File: src/rtl/l2g_pkg.sv
package l2g_pkg;
  localparam int DLY_W     = 2;
  localparam int MIN_START = 3;  // earliest outcome cycle after strobe
  localparam int MAX_FIN   = (MIN_START - 1 > (1 << DLY_W)) ? MIN_START - 1 : (1 << DLY_W);
  localparam int CNT_W     = $clog2(MAX_FIN + 1);
  localparam int MAX_OUT   = MAX_FIN + 1;

  typedef enum logic [1:0] {
    OUT_NONE  = 2'd0,
    OUT_MEM   = 2'd1,
    OUT_L2    = 2'd2,
    OUT_RETRY = 2'd3
  } outcome_e;
endpackage

File: src/rtl/l2g_timer.sv
module l2g_timer
  import l2g_pkg::*;
(
  input  logic             clk_i,
  input  logic             rst_ni,
  input  logic             accept_i,
  input  logic [CNT_W-1:0] fin_i,
  input  logic [CNT_W-1:0] smp_i,
  output logic             busy_o,
  output logic             at_smp_o,
  output logic             at_fin_o
);
  logic [CNT_W-1:0] cnt_q, fin_q, smp_q;
  logic             busy_q;

  always_ff @(posedge clk_i or negedge rst_ni) begin
    if (!rst_ni) begin
      busy_q <= 1'b0;
      cnt_q  <= '0;
      fin_q  <= '0;
      smp_q  <= '0;
    end else if (accept_i) begin
      busy_q <= 1'b1;
      cnt_q  <= CNT_W'(1);
      fin_q  <= fin_i;
      smp_q  <= smp_i;
    end else if (busy_q) begin
      if (cnt_q == fin_q) busy_q <= 1'b0;
      cnt_q <= cnt_q + CNT_W'(1);
    end
  end

  assign busy_o   = busy_q;
  assign at_smp_o = busy_q && (cnt_q == smp_q);
  assign at_fin_o = busy_q && (cnt_q == fin_q);
endmodule

File: src/rtl/l2g_decide.sv
module l2g_decide
  import l2g_pkg::*;
(
  input  logic clk_i,
  input  logic rst_ni,
  input  logic accept_i,
  input  logic elig_i,
  input  logic busy_i,
  input  logic at_smp_i,
  input  logic at_fin_i,
  input  logic hit_i,
  input  logic retry_i,
  output logic mem_start_o,
  output logic l2_served_o,
  output logic retried_o
);
  logic     elig_q, hit_q, ret_q;
  logic     hit_now, ret_now;
  outcome_e res_d, res_q;

  assign hit_now = hit_q || (at_smp_i && elig_q && hit_i);
  assign ret_now = ret_q || retry_i;

  always_comb begin
    res_d = OUT_NONE;
    if (at_fin_i) begin
      if (ret_now)      res_d = OUT_RETRY;  // retry beats hit
      else if (hit_now) res_d = OUT_L2;
      else              res_d = OUT_MEM;
    end
  end

  always_ff @(posedge clk_i or negedge rst_ni) begin
    if (!rst_ni) begin
      elig_q <= 1'b0;
      hit_q  <= 1'b0;
      ret_q  <= 1'b0;
      res_q  <= OUT_NONE;
    end else begin
      res_q <= res_d;
      if (accept_i) begin
        elig_q <= elig_i;
        hit_q  <= 1'b0;
        ret_q  <= 1'b0;
      end else if (busy_i) begin
        if (retry_i) ret_q <= 1'b1;
        if (at_smp_i && elig_q && hit_i) hit_q <= 1'b1;
      end
    end
  end

  assign mem_start_o = (res_q == OUT_MEM);
  assign l2_served_o = (res_q == OUT_L2);
  assign retried_o   = (res_q == OUT_RETRY);
endmodule

File: src/rtl/l2_hit_gate.sv
module l2_hit_gate
  import l2g_pkg::*;
(
  input  logic             clk_i,
  input  logic             rst_ni,
  input  logic             l2_en_i,
  input  logic [DLY_W-1:0] l2_dly_i,
  input  logic             ts_i,
  input  logic             ci_i,
  input  logic             nc_space_i,
  input  logic             hit_i,
  input  logic             retry_i,
  output logic             mem_start_o,
  output logic             l2_served_o,
  output logic             retried_o,
  output logic             proto_err_o
);
  logic             busy, at_smp, at_fin, accept, elig;
  logic [CNT_W-1:0] fin, smp;
  logic             err_q;

  assign accept = ts_i && !busy;
  assign elig   = l2_en_i && !ci_i && !nc_space_i;

  always_comb begin
    int s;
    s   = int'(l2_dly_i) + 1;
    smp = CNT_W'(s);
    if (elig && s > MIN_START - 1) fin = CNT_W'(s);
    else                           fin = CNT_W'(MIN_START - 1);
  end

  l2g_timer u_timer (
    .clk_i    (clk_i),
    .rst_ni   (rst_ni),
    .accept_i (accept),
    .fin_i    (fin),
    .smp_i    (smp),
    .busy_o   (busy),
    .at_smp_o (at_smp),
    .at_fin_o (at_fin)
  );

  l2g_decide u_decide (
    .clk_i       (clk_i),
    .rst_ni      (rst_ni),
    .accept_i    (accept),
    .elig_i      (elig),
    .busy_i      (busy),
    .at_smp_i    (at_smp),
    .at_fin_i    (at_fin),
    .hit_i       (hit_i),
    .retry_i     (retry_i),
    .mem_start_o (mem_start_o),
    .l2_served_o (l2_served_o),
    .retried_o   (retried_o)
  );

  always_ff @(posedge clk_i or negedge rst_ni) begin
    if (!rst_ni) err_q <= 1'b0;
    else         err_q <= ts_i && busy;
  end

  assign proto_err_o = err_q;
endmodule

File: config.mk
export PLATFORM = sky130hd
export DESIGN_NAME = l2_hit_gate
export DESIGN_NICKNAME = d
export VERILOG_FILES = /design/src/rtl/l2g_pkg.sv /design/src/rtl/l2g_timer.sv /design/src/rtl/l2g_decide.sv /design/src/rtl/l2_hit_gate.sv
export SDC_FILE = /design/constraint.sdc
export NUM_CORES = 1
export LEC_CHECK = 0
export BUFFER_PORTS_ARGS = -buffer_cell sky130_fd_sc_hd__buf_2
export CORE_MARGIN = 4
export CORE_UTILIZATION = 47
export CTS_CLUSTER_DIAMETER = 40
export DETAILED_ROUTE_END_ITERATION = 7
export PLACE_DENSITY = 0.76
export SKIP_CTS_REPAIR_TIMING = 1
export SLEW_MARGIN = 20
export SYNTH_ARGS = -nofsm -noshare
export SYNTH_HDL_FRONTEND = slang
export SYNTH_SLANG_ARGS = --single-unit
File: constraint.sdc
create_clock -name clk_i -period 1 [get_ports clk_i]
set_input_delay 0.2 -clock clk_i [delete_from_list [all_inputs] [get_ports clk_i]]
set_output_delay 0.2 -clock clk_i [all_outputs]
set_load 0.05 [all_outputs]
==> summary.txt <==
Outcome
  – Status: finished, violations left
  – Failing checks: setup timing

STA
  – RSZ-0062 raised after global routing: true
  – Final setup vio count: 12
  – Max-Slew Margin vs Limit: between 70% and 80%
  – Tmin final: around 1.2 ns
  – Clk_skew: between 0.004 and 0.005 ns
  – Slew @ Worst Pin: around 0.36 ns
  – Period utilisation layout: 124%
  – TNS Setup: -1.24 ns
  – Max-slew violations: 0
  – Fmax: between 0.8 and 0.9 GHz
  – Count of final hold-check violations: 0
  – Setup ws final: -0.241 ns

Synthesis
  – Post-synthesis xor/xnor area fraction: roughly 6.9%
  – Synthesized area: approximately 760 um2
  – Largest family of logic cells by synthesized area: simple AND/OR/NAND/NOR gates
  – Mux cell area share after synthesis: 1.31%
  – Register bit total from synthesis: 16
  – Simple-gate area share of the yosys netlist: a little under 20%
  – Synth Area in Adders: approximately 6.6%
  – YS warnings: 0
  – Synth Instances: 74
  – Netlist cell types: 23
  – Syn avg cell area: 10.3 um2
  – Synthesized Nets: 88
  – Register area share after synthesis: between 50 and 60%
  – Complex-gate fraction of the synthesized area: a little under an eighth

Route
  – Detail Route Antenna Nets: 0
  – Average wire per standard cell: ~14 um
  – Drt pass-1 iters: 5
  – Drt total wl: 1.64 mm
  – Via density: 5.22
  – Iteration-0 DRC Markers: 14
  – Via Count: 605
  – Residual DRC count: 0

Worst setup path
  – Crit-path cells: nor2b_4 > buf_8
  – Depth of the most critical reg-to-reg path: 3
  – WP data required: 0.80 ns
  – Reg2reg start: u_timer.cnt_q[1]
  – Worst setup EP type: output pin
  – Crit path kind: flop to output pin
  – Reg2reg end: u_decide.res_q[0]
  – R2r setup slk: -0.09 ns
  – Crit path largest cell delay: around 0.43 ns
  – Slowest CP cell: dfrtp_1
  – Crit Path Max Fanout: 3
  – Worst setup SP type: flop
  – Arr. time, crit path: around 1.0 ns

Worst hold path
  – Hold path endpoint: u_decide.elig_q
  – Hold Crit Depth: 3
  – HP Start: nc_space_i
  – Hold Crit Class: input port to flop

Clock network
  – Clock sink count: 16
  – H-tree depth: 1
  – CTS Buffer Depth: 2
  – Worst-skew pair later-pin latency: 0.28 ns
  – CTS buffer count: 3
  – CTS tree: done
  – CTS clk-pin slew, worst paths: ~0.090 ns
  – Root Driver: clkbuf_4

Floorplan
  – Die width: 48.3 um
  – Die height: about 48 um
  – Die area: between 2000 and 2500 um2
  – Core footprint: about 1500 um2
  – Initial core utilization: 50.1%
  – Num rows: 14
  – Top Ports: 14

Final layout
  – Diode count: 0
  – Commonest non-fill, non-tap cell in the layout: dfrtp_1
  – Final Net Count: 115
  – Final core occ: 75.1%
  – Commonest non-fill, non-tap cells in the layout: dfrtp_1, nand2_1, buf_2, buf_6, buf_4
  – Area Growth Syn to Fin: 50.0%
  – Design area: about 1100 um2
  – Share of cells above drive strength 1: about 52%

Global routing
  – Initial antenna violation count: 0
  – GRT overflow: 0
  – Total track usage: between 10 and 15%
  – Number of global-route vias before repair: around 550
  – Largest net degree at the start of global routing: 17
  – First-pass GRT wire length: 2.17 mm

Power and ir drop
  – PwrDens: about 2700 nW/um2
  – Static Leak: ~0.54 nW
  – Power Total: ~0.0031 W
  – Maximum vdd ir drop: between 2000 and 2500 uV

Run
  – MaxCap Viol Count: 0

Placed design
  – GP Congestion: 0.761
  – Pre-CTS setup slack: -0.373 ns
  – Area post-placement: approximately 910 um2
  – IO Port Bufs: 13
  – Final HPWL DP: 1.12 mm
==> how the worst max path moves through the flow <==
stage	start	end	slack [ns]
after CTS	u_decide.res_q[1]	l2_served_o	-0.32
after global placement	ci_i	u_timer.fin_q[1]	-0.36
after global routing	u_decide.res_q[0]	mem_start_o	-0.30
after detailed placement	ci_i	u_timer.fin_q[1]	-0.37
after floorplan	ci_i	u_timer.fin_q[1]	-0.26
final	u_decide.res_q[1]	l2_served_o	-0.24
==> routing by layer <==
metal	up-vias	wire length (um)	GRT usage [%]
met3	0	106	4.43
met4	0	0	8.06
met2	17	891	22.7
li1	304	-	-
met5	-	0	0
met1	284	639	16.0
==> flip-flops by register name, indices dropped and copies added, names as in the netlist <==
signal and flops:
u_timer.busy_o 1, u_decide.hit_q 1, u_timer.smp_q 3, u_decide.ret_q 1
u_timer.fin_q 3, u_decide.elig_q 1, u_timer.cnt_q 3, u_decide.res_q 2
proto_err_o 1
==> cell usage after synthesis <==
library cell	n	area, um2
clkbuf_1	2	7.51
o31a_1	1	8.76
a41oi_1	1	8.76
and3_1	1	6.26
inv_1	2	7.51
dfrtp_1	16	400
mux2i_1	1	10.0
nor2b_1	3	18.8
and2_1	2	12.5
o21ai_0	5	25.0
nand2b_1	3	18.8
a41o_1	1	10.0
or3_4	1	11.3
nand2_1	13	48.8
nand4_1	1	6.26
o21a_1	1	7.51
xnor2_1	6	52.6
nor2_1	3	11.3
nor3_1	1	5.00
a21oi_1	4	20.0
or3b_1	1	8.76
o31ai_1	1	7.51
ha_1	4	50.1
==> stage by stage <==
stage | hold WS (ns) | std cells
2_1_floorplan | -0.0956 | 74
3_3_place_gp | 0.126 | 109
3_5_place_dp | 0.131 | 109
4_1_cts | -0.189 | 113
5_1_grt | 0.161 | 116
6_report | 0.168 | 116
==> final cells by class <==
class | instances | area, um2
multi-input cells | 54 | 475
well taps | 16 | 20.0
inverters | 2 | 7.51
flip-flops and latches | 16 | 405
clock buffers | 4 | 36.3
repair buffers | 24 | 200
fillers | 104 | 379
==> critical path, delay by kind of cell, from the launching register on <==
kind / cells / cell delay, ns
simple gates: 1 / 0.18
buf+inv: 1 / 0.15
flops: 1 / 0.43
==> cells by family after synthesis <==
| kind of cell | after synthesis |
|---|---|
| buf+inv | 4 |
| compound gates | 14 |
| simple gates | 29 |
| mux | 1 |
| fa+ha+maj | 4 |
| flops | 16 |
| xor+xnor | 6 |
==> power by group <==
group	internal, W	switching, W	total [W]
clock	0.000222	0.000197	0.000419
combinational	0.000781	0.000666	0.00145
sequential	0.000895	0.000318	0.00121
Power figures use the tool's default switching activity.
